===== src/rtl/sfp_pkg.sv =====
package sfp_pkg;
    localparam int WORD_W      = 32;
    localparam int SAMPLE_W    = 24;
    localparam int STATUS_BIT  = 26;
    localparam int PARITY_BIT  = 27;
    localparam int BLOCK_BIT   = 28;
    localparam int PRE_SHIFT   = 4;
    localparam int PRE_BLK_IN  = 3;
    localparam int CHNUM_LO    = 20;
    localparam int CHNUM_BITS  = 4;

    typedef enum logic {
        MODE_LINEAR = 1'b0,
        MODE_PREFMT = 1'b1
    } sf_mode_e;
endpackage


===== src/rtl/sfp_position.sv =====
module sfp_position #(
    parameter int FRAMES = 192,
    parameter int MAX_CH = 8,
    localparam int FRAME_W = $clog2(FRAMES),
    localparam int CH_W    = $clog2(MAX_CH),
    localparam int CNT_W   = $clog2(MAX_CH + 1)
) (
    input  logic               clk,
    input  logic               rst_n,
    input  logic               clear_i,
    input  logic               step_i,
    input  logic [CNT_W-1:0]   nch_i,
    output logic [FRAME_W-1:0] frame_o,
    output logic [CH_W-1:0]    chan_o,
    output logic               first_o
);
    localparam logic [FRAME_W-1:0] FRAME_LAST = FRAME_W'(FRAMES - 1);

    typedef struct packed {
        logic [FRAME_W-1:0] frame;
        logic [CH_W-1:0]    chan;
        logic [CH_W-1:0]    last;
    } pos_t;

    pos_t pos_d, pos_q;
    logic [CNT_W-1:0] nch_ok;

    always_comb begin
        if (nch_i < CNT_W'(2) || nch_i > CNT_W'(MAX_CH))
            nch_ok = CNT_W'(2);
        else
            nch_ok = nch_i;

        pos_d = pos_q;
        if (clear_i) begin
            pos_d.frame = '0;
            pos_d.chan  = '0;
            pos_d.last  = CH_W'(nch_ok - CNT_W'(1));
        end else if (step_i) begin
            if (pos_q.chan == pos_q.last) begin
                pos_d.chan  = '0;
                pos_d.frame = (pos_q.frame == FRAME_LAST) ? '0 : pos_q.frame + 1'b1;
            end else begin
                pos_d.chan = pos_q.chan + 1'b1;
            end
        end
    end

    always_ff @(posedge clk or negedge rst_n) begin
        if (!rst_n) begin
            pos_q.frame <= '0;
            pos_q.chan  <= '0;
            pos_q.last  <= CH_W'(1);
        end else begin
            pos_q <= pos_d;
        end
    end

    assign frame_o = pos_q.frame;
    assign chan_o  = pos_q.chan;
    assign first_o = (pos_q.frame == '0) && (pos_q.chan == '0);
endmodule


===== src/rtl/sfp_status_sel.sv =====
module sfp_status_sel
    import sfp_pkg::*;
#(
    parameter int CS_BYTES = 4,
    parameter int FRAME_W  = 8,
    parameter int CH_W     = 3,
    localparam int CS_BITS = CS_BYTES * 8
) (
    input  logic [FRAME_W-1:0] frame_i,
    input  logic [CH_W-1:0]    chan_i,
    input  logic [CS_BITS-1:0] cs_i,
    output logic               bit_o
);
    logic [CHNUM_BITS-1:0] chnum;

    always_comb begin
        chnum = CHNUM_BITS'(chan_i) + CHNUM_BITS'(1);
        bit_o = 1'b0;
        for (int k = 0; k < CS_BITS; k++) begin
            if (frame_i == FRAME_W'(k))
                bit_o = cs_i[k];
        end
        for (int k = 0; k < CHNUM_BITS; k++) begin
            if (frame_i == FRAME_W'(CHNUM_LO + k))
                bit_o = chnum[k];
        end
    end
endmodule


===== src/rtl/sfp_word_fmt.sv =====
module sfp_word_fmt
    import sfp_pkg::*;
(
    input  sf_mode_e            mode_i,
    input  logic [WORD_W-1:0]   data_i,
    input  logic                cs_bit_i,
    input  logic                first_i,
    output logic [WORD_W-1:0]   word_o
);
    logic [WORD_W-1:0] shifted;
    logic [WORD_W-1:0] lin;

    always_comb begin
        shifted = data_i >> PRE_SHIFT;
        lin = '0;
        lin[SAMPLE_W-1:0] = data_i[SAMPLE_W-1:0];
        lin[STATUS_BIT]   = cs_bit_i;
        lin[PARITY_BIT]   = ^{cs_bit_i, data_i[SAMPLE_W-1:0]};
        lin[BLOCK_BIT]    = first_i;
        if (mode_i == MODE_PREFMT) begin
            word_o = shifted;
            word_o[BLOCK_BIT] = data_i[PRE_BLK_IN];
        end else begin
            word_o = lin;
        end
    end
endmodule


===== src/rtl/subframe_packer.sv =====
module subframe_packer
    import sfp_pkg::*;
#(
    parameter int FRAMES_PER_BLOCK = 192,
    parameter int CS_BYTES         = 4,
    parameter int MAX_CH           = 8
) (
    input  logic                             clk,
    input  logic                             rst_n,
    input  logic                             start_i,
    input  logic                             mode_i,
    input  logic [$clog2(MAX_CH + 1)-1:0]    chan_count_i,
    input  logic [CS_BYTES*8-1:0]            cs_bytes_i,
    input  logic                             in_valid_i,
    input  logic [31:0]                      in_data_i,
    output logic                             in_ready_o,
    output logic                             out_valid_o,
    output logic [31:0]                      out_data_o,
    input  logic                             out_ready_i
);
    localparam int FRAME_W = $clog2(FRAMES_PER_BLOCK);
    localparam int CH_W    = $clog2(MAX_CH);
    localparam int CS_BITS = CS_BYTES * 8;

    typedef struct packed {
        logic [CS_BITS-1:0] cs;
        logic               out_valid;
        logic [WORD_W-1:0]  out_data;
    } top_t;

    top_t st_d, st_q;

    logic [FRAME_W-1:0] frame;
    logic [CH_W-1:0]    chan;
    logic               first;
    logic               cs_bit;
    logic [WORD_W-1:0]  word;
    logic               accept;

    assign in_ready_o = !start_i && (!st_q.out_valid || out_ready_i);
    assign accept     = in_valid_i && in_ready_o;

    sfp_position #(
        .FRAMES (FRAMES_PER_BLOCK),
        .MAX_CH (MAX_CH)
    ) u_pos (
        .clk     (clk),
        .rst_n   (rst_n),
        .clear_i (start_i),
        .step_i  (accept),
        .nch_i   (chan_count_i),
        .frame_o (frame),
        .chan_o  (chan),
        .first_o (first)
    );

    sfp_status_sel #(
        .CS_BYTES (CS_BYTES),
        .FRAME_W  (FRAME_W),
        .CH_W     (CH_W)
    ) u_sel (
        .frame_i (frame),
        .chan_i  (chan),
        .cs_i    (st_q.cs),
        .bit_o   (cs_bit)
    );

    sfp_word_fmt u_fmt (
        .mode_i   (sf_mode_e'(mode_i)),
        .data_i   (in_data_i),
        .cs_bit_i (cs_bit),
        .first_i  (first),
        .word_o   (word)
    );

    always_comb begin
        st_d = st_q;
        if (start_i)
            st_d.cs = cs_bytes_i;
        if (accept) begin
            st_d.out_valid = 1'b1;
            st_d.out_data  = word;
        end else if (out_ready_i) begin
            st_d.out_valid = 1'b0;
        end
    end

    always_ff @(posedge clk or negedge rst_n) begin
        if (!rst_n)
            st_q <= '0;
        else
            st_q <= st_d;
    end

    assign out_valid_o = st_q.out_valid;
    assign out_data_o  = st_q.out_data;
endmodule


===== config.mk =====
export PLATFORM = sky130hd
export DESIGN_NAME = subframe_packer
export DESIGN_NICKNAME = d
export VERILOG_FILES = /design/src/rtl/sfp_pkg.sv /design/src/rtl/sfp_position.sv /design/src/rtl/sfp_status_sel.sv /design/src/rtl/sfp_word_fmt.sv /design/src/rtl/subframe_packer.sv
export SDC_FILE = /design/constraint.sdc
export NUM_CORES = 1
export LEC_CHECK = 0
export BUFFER_PORTS_ARGS = -buffer_cell sky130_fd_sc_hd__buf_2
export CAP_MARGIN = 20
export CORE_MARGIN = 10
export CORE_UTILIZATION = 33
export CTS_CLUSTER_SIZE = 25
export DETAILED_ROUTE_END_ITERATION = 7
export SYNTH_ARGS = -nofsm -noshare
export SYNTH_HDL_FRONTEND = slang
export SYNTH_HIERARCHICAL = 1
export SYNTH_SLANG_ARGS = --single-unit
export TNS_END_PERCENT = 1

===== constraint.sdc =====
create_clock -name clk -period 7.5 [get_ports clk]
set_clock_uncertainty 0.15 [all_clocks]
set_input_delay 1.5 -clock clk [delete_from_list [all_inputs] [get_ports clk]]
set_output_delay 1.5 -clock clk [all_outputs]
set_load 0.005 [all_outputs]

## After elaboration in Yosys (flattened, before gate mapping)

Cells that the tools add are included.

| word-level totals | value |
|---|---|
| bits in registers | 79 |
| bits of input ports | 74 |
| output and inout bits | 34 |
| word-level logic and storage cells | 100 |

| operators by class | value |
|---|---|
| add/sub/neg operators | 4 |
| order comparisons | 2 |
| equal/unequal tests | 33 |
| muxes and demuxes | 41 |
| reduce and logical (&&, ||, !) cells | 14 |

Operator list:

| cell | number |
|---|---|
| $eq A8 B5 Y1 const B | 16 |
| $eq A8 B4 Y1 const B | 8 |
| $mux W1 | 34 |
| $eq A8 B3 Y1 const B | 4 |
| $mux W29 | 1 |
| $reduce_xor A25 Y1 | 1 |
| $mux W11 | 2 |
| $eq A8 B2 Y1 const B | 2 |
| $mux W8 | 2 |
| $add A8 B1 Y8 const B | 1 |
| $eq A8 B1 Y1 const B | 1 |
| $eq A8 B8 Y1 const B | 1 |
| $logic_not A8 Y1 | 1 |
| $mux W3 | 2 |
| $reduce_bool A2 Y1 | 3 |
| $add A3 B1 Y4 const B | 1 |
| $gt A4 B4 Y1 const B | 1 |
| $lt A4 B2 Y1 const B | 1 |
| $add A3 B1 Y3 const B | 1 |
| $eq A3 B3 Y1 | 1 |
| $logic_and A1 B1 Y1 | 3 |
| $logic_not A3 Y1 | 1 |
| $sub A3 B1 Y3 const B | 1 |
| $logic_not A1 Y1 | 2 |
| 2 further kinds | 3 |

## Depth between registers and ports, before layout

| logic depth | value |
|---|---|
| depth after elaboration | 35 |
| gate-level depth with buffers | 14 |
| depth with buffers taken out | 12 |

## By module

Netlist, hierarchy kept.

Modules (own cells, without submodules):

| module | times used | cells each | area an instance (um2) | sequential area each (um2) |
|---|---|---|---|---|
| subframe_packer | 1 | 173 | 2,835.2 | 1,626.6 |
| sfp_position | 1 | 104 | 930.9 | 351.6 |
| sfp_word_fmt | 1 | 59 | 579.3 | 0.0 |
| sfp_status_sel | 1 | 59 | 450.4 | 0.0 |

## Worst setup path after synthesis

OpenSTA, ideal clock, no wires.

| path | value |
|---|---|
| kind | input-to-output |
| from | input start_i |
| to | output in_ready_o |
| arrival time | 1.907 ns |
| required time | 5.850 ns |
| setup slack | 3.943 ns |
| stages on the path | 3 |
| path buffers | 2 |
| path through | buf_6 > buf_2 > nor2_1 |

| on the way | value |
|---|---|
| longest elaborated chain between the ends | 2 |

RTL lines:

| item | line | source |
|---|---|---|
| start, declared | subframe_packer.sv:10 | `input logic start_i,` |
| $logic_not A1 Y1 | subframe_packer.sv:40 | `assign in_ready_o = !start_i && (!st_q.out_valid \|\| out_ready_i);` |
| $logic_and A1 B1 Y1 | subframe_packer.sv:40 |  |
| end, declared | subframe_packer.sv:16 | `output logic in_ready_o,` |

Every way passes these cells.

## Worst setup path after layout

| path | value |
|---|---|
| from | input start_i |
| to | register u_pos/frame_o[6] (netlist name) |

| on the way | value |
|---|---|
| longest elaborated chain between the ends | 5 |
| elaborated cells on any way between the ends | 7 |
| those cells by class | mux: 1; reduce/logical: 6 |

RTL lines:

| item | line | source |
|---|---|---|
| $logic_not A1 Y1 | subframe_packer.sv:40 |  |
| $logic_and A1 B1 Y1 | subframe_packer.sv:40 |  |
| $logic_and A1 B1 Y1 | subframe_packer.sv:41 | `assign accept = in_valid_i && in_ready_o;` |
| $reduce_bool A2 Y1 (no source line) | n/a |  |
| $reduce_and A2 Y1 (no source line) | n/a |  |

Several ways; a longest one is shown, not always the timed one.
A chain may end at the register's enable or synchronous reset.

==> reports/results.txt <==
The summed area of non-filler cells in the final layout was 5210 µm². Entering global routing, the biggest net connects 76 pins. The final critical delay including setup and external delays was 3.96 ns; the number of core rows was 43.

The area of the core was 13,800 µm²; the y dimension of the die was 139 µm. The critical path class was primary input to flop. The total wire length after detailed routing was 10,300 µm.

Dividing the detail-routed wire length by the instance count gives 16.5 µm. The floorplan step set the die width to 139 µm. The root buffer cell chosen for the clock tree is sky130_fd_sc_hd__clkbuf_16. The floorplan step defined a die boundary enclosing 19,200 µm².

Path type of the worst min-delay path: flop to flop. In this run the count of I/O pins placed on the die edge is 108. For the final worst-path setup slack, the log shows 3.54 ns. The logs give 17,100 µm for the global-route wire length before repair and 1,342 for the final-layout fill cell count.

The run gives 0 as the final count of pins violating max slew. The synthesized instance count came out at 387. Buffers placed on the I/O ports in this run total 103. The tools report the maximum clock path buffer count as 2.

Once detail routing completed, the nets flagged for antenna violations numbered 0. For this configuration, the core starts out at a cell density of 33.6%. The tools report the number of resized instances in the post-cts repair step as 0. The mean cell area of the mapped netlist is 12.0 µm². The via count of the first global-routing pass is 3,234.

The worst setup path is captured at a flop. The first routing iteration left 224 violations. After detailed routing, the number of remaining DRC violations is 0. Setup repair after global routing left no endpoint under its margin. Number of vias after detailed routing: 3,009. 0 antenna diodes ended up in the layout. The run gives 4.06 ns as the worst endpoint data arrival time. Clock-pin slew was measured on the worst setup and hold paths at 0.06 ns. In this run the worst path has a maximum fanout of 50.

The cell type of the slowest stage on the worst timing path is sky130_fd_sc_hd__nor2_8. For this run the aggregate overflow at the end of global routing stands at 0. The layout overhead on the synthesized area was 12.0%; the H-tree level count was 3. TritonCTS built the clock tree.

Summed over all failing endpoints, the final setup total negative slack is 0 ns. The run gives 0 as the number of maximum-capacitance violations. The net count of the finished layout is 522. The final setup violation count is 0.

In the finished design, the share of the clock period the worst path needs comes to 52.8%. The worst-case IR drop observed on VDD is 0.000102 V. The logs give 10.8% for the overall routing resource usage and 0 for the post-CTS repair timing setup buffer count. In this run, post-CTS hold repair placed 0 buffers.

The later pin in the worst-skew pair is clocked with a latency of 0.33 ns. Summing all placed instances gives a cell area of 4920 µm². The ratio of routed vias to standard cells was 4.80.

At the pin with the least slew margin, the transition time is 0.981 ns. The tools report the leakage power total as 2.32 nW. Share of the core filled with cells: 37.7%.

Once detailed placement completed, the half-perimeter wirelength came to 7240 µm. The congestion estimate from routability-driven global placement came to 0.877. The number of buffers created by CTS was 9; the synthesis warning total was 6. In the final layout, the share of cells above drive strength 1 is 48.8%. The first detailed-routing pass took 4 iterations.

The relative max-transition margin is 34.6%, and the number of antenna violations at the first check in global routing is 0. For this design the ratio of total power to cell area is 223 nW/µm². Traced cell by cell, the critical path runs through buf_2 -> buf_4 -> nand2b_4 -> nor2_8 -> nand4_2 -> or4_1 -> a21oi_1.

The synthesized netlist occupies a cell area of 4650 µm². The run gives 0 as the final number of hold-violating endpoints. Launching element type of the critical path: a primary input. For the achievable clock frequency, the log shows 253 MHz. The clock net in this run drives a total of 75 sinks. The tightest hold margin came out at 0.350 ns.

The run finished with clean final reports. Data on the critical path is required at its endpoint by 7.61 ns. Before CTS, the worst setup slack after placement is 3.16 ns. The critical path's largest stage delay was 0.63 ns.
## power breakdown
group	switching (W)	total [W]	internal (W)
Combinational	0.0000996	0.000253	0.000153
Clock	0.000167	0.000418	0.000251
Sequential	0.0000308	0.000491	0.000460
Total	0.000297	0.00116	0.000864
## worst paths after layout
path / startpoint / slack, ns / depth (start not counted) / endpoint
setup reg to reg: u_pos/frame_o[0] / 3.63 / 11 / out_data_o[27]
min in group asynchronous: rst_n / 1.16 / 1 / st_q[45]
setup / recovery: start_i / 3.54 / 7 / u_pos/frame_o[6]
hold / removal: st_q[45] / 0.35 / 1 / st_q[45]
hold reg to reg: st_q[45] / 0.35 / 1 / st_q[45]
max in group asynchronous: rst_n / 5.38 / 1 / out_data_o[19]
## placed cells by master, fill, tap and decap left out, types with 6 or more instances in the layout
master	count
sky130_fd_sc_hd__a21oi_1	14
sky130_fd_sc_hd__buf_2	102
sky130_fd_sc_hd__clkbuf_16	9
sky130_fd_sc_hd__dfrtp_1	74
sky130_fd_sc_hd__ha_1	6
sky130_fd_sc_hd__inv_1	11
sky130_fd_sc_hd__mux2_2	58
sky130_fd_sc_hd__mux2_4	31
sky130_fd_sc_hd__nand2b_1	6
sky130_fd_sc_hd__nand3_1	15
sky130_fd_sc_hd__nor2_1	10
sky130_fd_sc_hd__xnor2_1	22
## stage by stage
stage,power (W),cells
final,0.00116,627
after global routing,0.00122,627
after CTS,0.00118,627
after detailed placement,0.000754,611
after global placement,0.000748,611
after floorplan,0.000708,389
## sequential cells by signal, indices dropped and copies added (netlist names)
name,flops
out_valid_o,1
u_pos/frame_o,8
st_q,28
u_pos/chan_o,3
out_data_o,32
u_pos/pos_q,3
## final cells by class
type                       instances  area, µm²  area share (%)
multi-input combinational        240       2240            43.1
tap                              180        225            4.32
clock inverter                     3       21.3           0.408
timing repair buffer             104        526            10.1
clock buffer                      13        270            5.19
sequential                        75       1880            36.1
inverter                          12       45.0           0.865
## layer usage
layer / track usage, % / wire length, µm
met5: 0 / 0
met3: 1.92 / 381
met4: 5.55 / 241
met2: 17.8 / 5090
met1: 13.0 / 4630
## worst max-delay path, delay by kind of cell
kind | cells | cell delay (ns)
AO/OA/AOI/OAI | 1 | 0.14
buffers and inverters | 2 | 0.37
AND/OR/NAND/NOR | 4 | 1.98
No activity file was read; power rests on OpenSTA's default activity.
